==> src/rtl/i2cs_pkg.sv <==
package i2cs_pkg;
    localparam int BYTE_W  = 8;
    localparam int RADDR_W = 2;

    localparam logic [RADDR_W-1:0] RA_OWN  = 2'd0;
    localparam logic [RADDR_W-1:0] RA_CTRL = 2'd1;
    localparam logic [RADDR_W-1:0] RA_TX   = 2'd2;
    localparam logic [RADDR_W-1:0] RA_RX   = 2'd3;

    // control / status bit positions
    localparam int B_SRST   = 7;
    localparam int B_ACT    = 6;
    localparam int B_BUSY   = 4;
    localparam int B_RXFIN  = 3;
    localparam int B_TXFIN  = 2;

    typedef enum logic [2:0] {
        ST_IDLE     = 3'd0,
        ST_ADDR     = 3'd1,
        ST_ADDR_ACK = 3'd2,
        ST_RX       = 3'd3,
        ST_RX_ACK   = 3'd4,
        ST_TX       = 3'd5,
        ST_TX_ACK   = 3'd6,
        ST_WAIT     = 3'd7
    } bus_state_e;
endpackage

==> src/rtl/i2cs_line_sync.sv <==
module i2cs_line_sync #(
    parameter int STAGES = 2
) (
    input  logic clk,
    input  logic rst_n,
    input  logic scl_i,
    input  logic sda_i,
    output logic sda_o,
    output logic scl_rise_o,
    output logic scl_fall_o,
    output logic start_o,
    output logic stop_o
);
    typedef struct packed {
        logic [STAGES-1:0] scl_ff;
        logic [STAGES-1:0] sda_ff;
        logic              scl_prev;
        logic              sda_prev;
    } sync_t;

    sync_t q, d;

    logic scl_s, sda_s;
    assign scl_s = q.scl_ff[STAGES-1];
    assign sda_s = q.sda_ff[STAGES-1];

    always_comb begin
        d          = q;
        d.scl_ff   = {q.scl_ff[STAGES-2:0], scl_i};
        d.sda_ff   = {q.sda_ff[STAGES-2:0], sda_i};
        d.scl_prev = scl_s;
        d.sda_prev = sda_s;
    end

    always_ff @(posedge clk or negedge rst_n) begin
        if (!rst_n) q <= '1;
        else        q <= d;
    end

    assign sda_o      = sda_s;
    assign scl_rise_o = scl_s & ~q.scl_prev;
    assign scl_fall_o = ~scl_s & q.scl_prev;
    assign start_o    = scl_s & q.scl_prev & q.sda_prev & ~sda_s;
    assign stop_o     = scl_s & q.scl_prev & ~q.sda_prev & sda_s;
endmodule

==> src/rtl/i2cs_bit_engine.sv <==
module i2cs_bit_engine
    import i2cs_pkg::*;
#(
    parameter int W = BYTE_W
) (
    input  logic         clk,
    input  logic         rst_n,
    input  logic         hold_i,
    input  logic         sda_i,
    input  logic         scl_rise_i,
    input  logic         scl_fall_i,
    input  logic         start_i,
    input  logic         stop_i,
    input  logic [W-2:0] own_addr_i,
    input  logic [W-1:0] tx_byte_i,
    output logic [W-1:0] rx_byte_o,
    output logic         rx_done_o,
    output logic         tx_done_o,
    output logic         busy_o,
    output logic         sda_low_o
);
    localparam int CNT_W = $clog2(W + 1);
    localparam logic [CNT_W-1:0] CNT_FULL = CNT_W'(W);

    typedef struct packed {
        bus_state_e     state;
        logic [W-1:0]   shreg;
        logic [CNT_W-1:0] cnt;
        logic           rw;
        logic           acked;
        logic           sda_low;
        logic           rx_done;
        logic           tx_done;
    } eng_t;

    eng_t q, d;

    always_comb begin
        d         = q;
        d.rx_done = 1'b0;
        d.tx_done = 1'b0;
        if (hold_i) begin
            d = '0;
        end else if (stop_i) begin
            d.state   = ST_IDLE;
            d.sda_low = 1'b0;
        end else if (start_i) begin
            d.state   = ST_ADDR;
            d.cnt     = '0;
            d.sda_low = 1'b0;
        end else begin
            unique case (q.state)
                ST_ADDR: begin
                    if (scl_rise_i && q.cnt < CNT_FULL) begin
                        d.shreg = {q.shreg[W-2:0], sda_i};
                        d.cnt   = q.cnt + 1'b1;
                    end
                    if (scl_fall_i && q.cnt == CNT_FULL) begin
                        if (q.shreg[W-1:1] == own_addr_i) begin
                            d.state   = ST_ADDR_ACK;
                            d.sda_low = 1'b1;
                            d.rw      = q.shreg[0];
                        end else begin
                            d.state = ST_WAIT;
                        end
                    end
                end
                ST_ADDR_ACK: begin
                    if (scl_fall_i) begin
                        d.cnt = '0;
                        if (q.rw) begin
                            d.state   = ST_TX;
                            d.shreg   = tx_byte_i;
                            d.sda_low = ~tx_byte_i[W-1];
                        end else begin
                            d.state   = ST_RX;
                            d.sda_low = 1'b0;
                        end
                    end
                end
                ST_RX: begin
                    if (scl_rise_i && q.cnt < CNT_FULL) begin
                        d.shreg = {q.shreg[W-2:0], sda_i};
                        d.cnt   = q.cnt + 1'b1;
                    end
                    if (scl_fall_i && q.cnt == CNT_FULL) begin
                        d.state   = ST_RX_ACK;
                        d.sda_low = 1'b1;
                        d.rx_done = 1'b1;
                    end
                end
                ST_RX_ACK: begin
                    if (scl_fall_i) begin
                        d.state   = ST_RX;
                        d.sda_low = 1'b0;
                        d.cnt     = '0;
                    end
                end
                ST_TX: begin
                    if (scl_rise_i && q.cnt < CNT_FULL) begin
                        d.cnt = q.cnt + 1'b1;
                    end
                    if (scl_fall_i) begin
                        if (q.cnt == CNT_FULL) begin
                            d.state   = ST_TX_ACK;
                            d.sda_low = 1'b0;
                        end else if (q.cnt != '0) begin
                            d.shreg   = {q.shreg[W-2:0], 1'b0};
                            d.sda_low = ~q.shreg[W-2];
                        end
                    end
                end
                ST_TX_ACK: begin
                    if (scl_rise_i) begin
                        d.acked   = ~sda_i;
                        d.tx_done = 1'b1;
                    end
                    if (scl_fall_i) begin
                        if (q.acked) begin
                            d.state   = ST_TX;
                            d.shreg   = tx_byte_i;
                            d.sda_low = ~tx_byte_i[W-1];
                            d.cnt     = '0;
                        end else begin
                            d.state = ST_WAIT;
                        end
                    end
                end
                default: ;
            endcase
        end
    end

    always_ff @(posedge clk or negedge rst_n) begin
        if (!rst_n) q <= '0;
        else        q <= d;
    end

    assign rx_byte_o = q.shreg;
    assign rx_done_o = q.rx_done;
    assign tx_done_o = q.tx_done;
    assign sda_low_o = q.sda_low;
    assign busy_o    = (q.state != ST_IDLE) && (q.state != ST_WAIT);


    held_release_chk: assert property (@(posedge clk) disable iff (!rst_n)
        hold_i |=> !sda_low_o);


    stop_idle_chk: assert property (@(posedge clk) disable iff (!rst_n)
        (stop_i && !hold_i) |=> !busy_o);


    restart_busy_chk: assert property (@(posedge clk) disable iff (!rst_n)
        (start_i && !stop_i && !hold_i) |=> (busy_o && !sda_low_o));
endmodule

==> src/rtl/i2cs_regfile.sv <==
module i2cs_regfile
    import i2cs_pkg::*;
#(
    parameter int W  = BYTE_W,
    parameter int AW = RADDR_W
) (
    input  logic          clk,
    input  logic          rst_n,
    input  logic          wr_i,
    input  logic [AW-1:0] addr_i,
    input  logic [W-1:0]  wdata_i,
    output logic [W-1:0]  rdata_o,
    input  logic          rx_done_i,
    input  logic          tx_done_i,
    input  logic [W-1:0]  rx_byte_i,
    input  logic          busy_i,
    output logic          hold_o,
    output logic [W-2:0]  own_addr_o,
    output logic [W-1:0]  tx_byte_o
);
    typedef struct packed {
        logic [W-1:0] own;
        logic [W-1:0] tx;
        logic [W-1:0] rx;
        logic         srst;
        logic         act;
        logic         rx_fin;
        logic         tx_fin;
    } regs_t;

    regs_t q, d;

    logic ctrl_wr, clr_rx, clr_tx;
    logic [W-1:0] status;

    assign ctrl_wr = wr_i && (addr_i == RA_CTRL);
    assign clr_rx  = ctrl_wr && wdata_i[B_RXFIN];
    assign clr_tx  = ctrl_wr && wdata_i[B_TXFIN];

    always_comb begin
        d = q;
        if (wr_i && addr_i == RA_OWN) d.own = wdata_i;
        if (wr_i && addr_i == RA_TX)  d.tx  = wdata_i;
        if (ctrl_wr) begin
            d.srst = wdata_i[B_SRST];
            d.act  = wdata_i[B_ACT];
        end
        if (rx_done_i) d.rx = rx_byte_i;
        if (q.srst) begin
            d.rx_fin = 1'b0;
            d.tx_fin = 1'b0;
        end else begin
            d.rx_fin = rx_done_i | (q.rx_fin & ~clr_rx);
            d.tx_fin = tx_done_i | (q.tx_fin & ~clr_tx);
        end
    end

    always_ff @(posedge clk or negedge rst_n) begin
        if (!rst_n) q <= '0;
        else        q <= d;
    end

    always_comb begin
        status          = '0;
        status[B_ACT]   = q.act;
        status[B_BUSY]  = busy_i;
        status[B_RXFIN] = q.rx_fin;
        status[B_TXFIN] = q.tx_fin;
    end

    always_comb begin
        unique case (addr_i)
            RA_OWN:  rdata_o = q.own;
            RA_CTRL: rdata_o = status;
            RA_TX:   rdata_o = q.tx;
            default: rdata_o = q.rx;
        endcase
    end

    assign hold_o     = q.srst | ~q.act;
    assign own_addr_o = q.own[W-1:1];
    assign tx_byte_o  = q.tx;


    set_wins_chk: assert property (@(posedge clk) disable iff (!rst_n)
        (rx_done_i && clr_rx && !q.srst) |=> q.rx_fin);


    srst_flags_chk: assert property (@(posedge clk) disable iff (!rst_n)
        q.srst |=> (!q.rx_fin && !q.tx_fin));


    reserved_zero_chk: assert property (@(posedge clk) disable iff (!rst_n)
        (status[7] == 1'b0) && (status[5] == 1'b0) && (status[1:0] == 2'b00));
endmodule

==> src/rtl/i2c_byte_slave.sv <==
module i2c_byte_slave
    import i2cs_pkg::*;
#(
    parameter int SYNC_STAGES = 2
) (
    input  logic               clk,
    input  logic               rst_n,
    input  logic               reg_wr_i,
    input  logic [RADDR_W-1:0] reg_addr_i,
    input  logic [BYTE_W-1:0]  reg_wdata_i,
    output logic [BYTE_W-1:0]  reg_rdata_o,
    input  logic               scl_i,
    input  logic               sda_i,
    output logic               sda_pull_low_o
);
    logic sda_s, scl_rise, scl_fall, start_ev, stop_ev;
    logic hold, rx_done, tx_done, busy;
    logic [BYTE_W-2:0] own_addr;
    logic [BYTE_W-1:0] tx_byte, rx_byte;

    i2cs_line_sync #(.STAGES(SYNC_STAGES)) u_sync (
        .clk        (clk),
        .rst_n      (rst_n),
        .scl_i      (scl_i),
        .sda_i      (sda_i),
        .sda_o      (sda_s),
        .scl_rise_o (scl_rise),
        .scl_fall_o (scl_fall),
        .start_o    (start_ev),
        .stop_o     (stop_ev)
    );

    i2cs_bit_engine #(.W(BYTE_W)) u_engine (
        .clk        (clk),
        .rst_n      (rst_n),
        .hold_i     (hold),
        .sda_i      (sda_s),
        .scl_rise_i (scl_rise),
        .scl_fall_i (scl_fall),
        .start_i    (start_ev),
        .stop_i     (stop_ev),
        .own_addr_i (own_addr),
        .tx_byte_i  (tx_byte),
        .rx_byte_o  (rx_byte),
        .rx_done_o  (rx_done),
        .tx_done_o  (tx_done),
        .busy_o     (busy),
        .sda_low_o  (sda_pull_low_o)
    );

    i2cs_regfile #(.W(BYTE_W), .AW(RADDR_W)) u_regs (
        .clk        (clk),
        .rst_n      (rst_n),
        .wr_i       (reg_wr_i),
        .addr_i     (reg_addr_i),
        .wdata_i    (reg_wdata_i),
        .rdata_o    (reg_rdata_o),
        .rx_done_i  (rx_done),
        .tx_done_i  (tx_done),
        .rx_byte_i  (rx_byte),
        .busy_i     (busy),
        .hold_o     (hold),
        .own_addr_o (own_addr),
        .tx_byte_o  (tx_byte)
    );
endmodule

==> config.mk <==
export PLATFORM = sky130hd
export DESIGN_NAME = i2c_byte_slave
export DESIGN_NICKNAME = d
export VERILOG_FILES = /design/src/rtl/i2cs_pkg.sv /design/src/rtl/i2cs_line_sync.sv /design/src/rtl/i2cs_bit_engine.sv /design/src/rtl/i2cs_regfile.sv /design/src/rtl/i2c_byte_slave.sv
export SDC_FILE = /design/constraint.sdc
export NUM_CORES = 1
export LEC_CHECK = 0
export ABC_CLOCK_PERIOD_IN_PS = 3730
export CAP_MARGIN = 10
export CORE_UTILIZATION = 55
export CTS_BUF_LIST = sky130_fd_sc_hd__clkbuf_16
export CTS_CLUSTER_SIZE = 30
export DETAILED_ROUTE_END_ITERATION = 8
export PLACE_DENSITY = 0.87
export SLEW_MARGIN = 25
export SYNTH_ARGS = -nofsm -noshare
export SYNTH_HDL_FRONTEND = slang
export SYNTH_SLANG_ARGS = --single-unit
==> constraint.sdc <==
create_clock -name clk -period 3.73 [get_ports clk]
set_clock_uncertainty 0.05 [all_clocks]
set_input_delay 0.373 -clock clk [delete_from_list [all_inputs] [get_ports clk]]
set_output_delay 0.373 -clock clk [all_outputs]
set_load 0.01 [all_outputs]
==> flow_summary.ini <==
[routing]
vias = 2118
wl_um = 6190
drc_errors = 0
first_pass_iters = 5
drt_iter0_markers = 173
vias_per_cell = 6.28
wl_per_cell_um = 18.4
ant_nets = 0

[synth]
synth_edf_count = 0
synth_flop_cell = dfrtp_1
synth_compound_area_frac = 0.136
avgSynthCellArea_um2 = 11.6
ys_seq_elements = 54
synthArstFlopShare = 1.00
synth_cells = 248
synth_nets = 265
synth_common_cells = dfrtp_1 (48), mux2_2 (29), nor2_1 (19)
synthesis.area_um2 = 2880
synth_top_area_share = 0.417
synthAdderAreaFrac = 0.00868
synthTopCellsByArea = dfrtp_1 (42%), mux2_2 (11%), dfstp_2 (5.5%), mux2i_1 (3.5%), mux4_2 (3.1%)
synth_top_family_by_area = multiplexers
ys_types = 56
yosysSeqAreaShare = 0.471
yosysWarningCount = 0
synth.most_common_cell = dfrtp_1
synth-simple-area-share = 0.138
yosysTopAreaCell = dfrtp_1
synthXorXnorAreaFrac = 0.0243
synth.area.mux_share = 0.183

[final_layout]
drive_gt1_frac = 0.219
layout.nets = 286
diodes = 0
num-fill-cells = 381
syn2layout_area_growth_pct = 14.4
stdcell_count = 337

[die]
core_region_area_um2 = 4880
initial_core_util = 0.591
die_h_um = 74.4
dieArea_um2 = 5530
io_pins = 24
die_x_um = 74.4
rows = 25

[clocking]
clock_latency_ns = 0.30
max-clock-path-buffers = 2
clkTransAtPathRegs_ns = 0.07
cts_resized = 0
htreeDepth = 2
cts_tree = yes
clock-sinks = 54
root_buffer = clkbuf_16
numCtsBuffers = 5

[critical_path]
critPathBufInv = 1
path_cells = and2_4 > a21oi_1 > mux4_2 > clkdlybuf4s50_1
crit_slowest_cell = dfrtp_1
setup.worst_path.end_class = output pin
critPathMaxFanout = 18
path_class = reg2out
cp_data_arrival_time_ns = 2.32
crit_required_ns = 3.31
crit_family = flip-flops
slowest_delay_ns = 0.71
worstSetupStartpointType = flip-flop

[placement]
io_buffer_count = 23
dp.cells = 328
finalWeightedCongestion = 0.953
dp_hpwl_um = 4340

[sta]
slew_violations = 0
rsz0062_at_grt = false
setup_violations = 0
fmax_ghz = 0.365
finalCriticalPeriod_ns = 2.74
min_period_over_period = 0.735
hold_viol = 0
worst_pin_slew_ns = 0.747
finalSetupTns_ns = 0
slew_headroom = 0.500

[grt]
overflow = 0
antenna_found_initial = 0
grt_pass1_wl_um = 10400
grt_pass1_vias = 2114
grt_max_degree = 35
track_usage = 0.257

[pwr]
combPwrFrac = 0.156
peakVddDrop_mv = 0.333
swShare = 0.252
p_total_mw = 1.42
clockPowerShare = 0.370
p_leak_nw = 1.37
cellPowerDensity_nw_per_um2 = 432
p_int_mw = 1.07
p_sw_uw = 360
power_frac_seq = 0.474

[job]
drv_cap = 0

[worst_hold_path]
hp-class = reg2reg

[run_status]
status = finished, final reports clean
[worst paths after layout]
check,slack [ns],start,depth (start not counted),to
setup / recovery,0.99,u_engine.q[19],4,reg_rdata_o[4]
hold / removal,0.31,u_sync.d[5],0,u_sync.d[1]
setup reg to reg,1.46,u_engine.q[19],5,u_engine.rx_byte_o[5]
hold reg to reg,0.31,u_sync.d[5],0,u_sync.d[1]
max in group asynchronous,2.31,rst_n,3,u_engine.rx_byte_o[1]
min in group asynchronous,0.52,rst_n,2,u_engine.q[6]
[cell type report]
class,count,area (µm²),area share
Timing Repair Buffer,25,243,0.0736
Clock buffer,5,125,0.0380
Multi-Input combinational cell,176,1420,0.429
Inverter,7,28.8,0.00873
Clock inverter,3,42.5,0.0129
Tap cell,67,83.8,0.0254
Sequential cell,54,1360,0.412
[metrics by stage]
stage / utilization / setup WS [ns] / hold slack [ns] / cell area, µm²
2_1_floorplan: - / 1.81 / 0.0274 / 2880
3_3_place_gp: 0.639 / 1.00 / 0.296 / 3120
3_5_place_dp: 0.639 / 0.986 / 0.299 / 3120
4_1_cts: 0.676 / 0.985 / 0.309 / 3300
5_1_grt: 0.676 / 0.915 / 0.310 / 3300
6_report: 0.676 / 0.989 / 0.307 / 3300
[layout by cell type (no fill, tap or decap), types with 3 or more instances in the layout]
cell | Yosys | final
inv_1 | 6 | 6
nor2b_1 | 3 | 3
dfrtp_1 | 48 | 48
a22o_1 | 5 | 5
mux2_2 | 29 | 29
clkbuf_16 | 0 | 5
nor3_1 | 5 | 5
clkdlybuf4s50_1 | 0 | 22
a211oi_1 | 6 | 6
xor2_1 | 8 | 8
nand3b_1 | 3 | 3
o21ai_0 | 9 | 9
mux4_2 | 4 | 4
nand2_1 | 12 | 12
mux2i_1 | 10 | 10
nand2b_1 | 7 | 7
a21oi_1 | 9 | 9
dfstp_2 | 6 | 6
nand3_1 | 3 | 3
nor2_1 | 19 | 19
[metal layers]
metal	global-route usage	routed length, µm
met3	0.0569	334
met2	0.392	3020
met4	0.113	161
met1	0.354	2680
met5	0	0
[worst register-to-register path, stage by stage (launching register included)]
cell	delay [ns]
dfrtp_1	0.59
and2_4	0.30
a22o_1	0.26
a221oi_4	0.63
nor2_1	0.08
a211oi_1	0.26
[cells by family after synthesis]
logic type	count (synthesis)
simple gates	71
flops	54
compound gates	51
mux	44
buf+inv	18
xor+xnor	8
fa+ha+maj	2
[what timing repair did]
| item | in CTS | in global routing |
|---|---|---|
| setup buffers | 0 | 0 |
| endpoints found under the hold margin | 14 | 0 |
| hold buffers | 1 | 0 |
[flip-flops by register name, indices dropped and copies added, names as in the netlist]
signal,cells
u_engine.sda_low_o,1
u_sync.d,3
u_regs.own_addr_o,7
u_sync.q,2
u_engine.rx_byte_o,8
u_engine.tx_done_o,1
u_regs.q,13
u_engine.q,9
u_regs.tx_byte_o,8
u_engine.rx_done_o,1
u_sync.sda_o,1
[power by group through the flow]
stage / clock (mW) / sequential (mW) / combinational [mW]
2_1_floorplan: 0 / 0.667 / 0.150
3_3_place_gp: 0 / 0.684 / 0.214
3_5_place_dp: 0 / 0.686 / 0.220
4_1_cts: 0.538 / 0.676 / 0.223
5_1_grt: 0.557 / 0.682 / 0.241
6_report: 0.527 / 0.676 / 0.222
(Power assumes the default switching activity.)
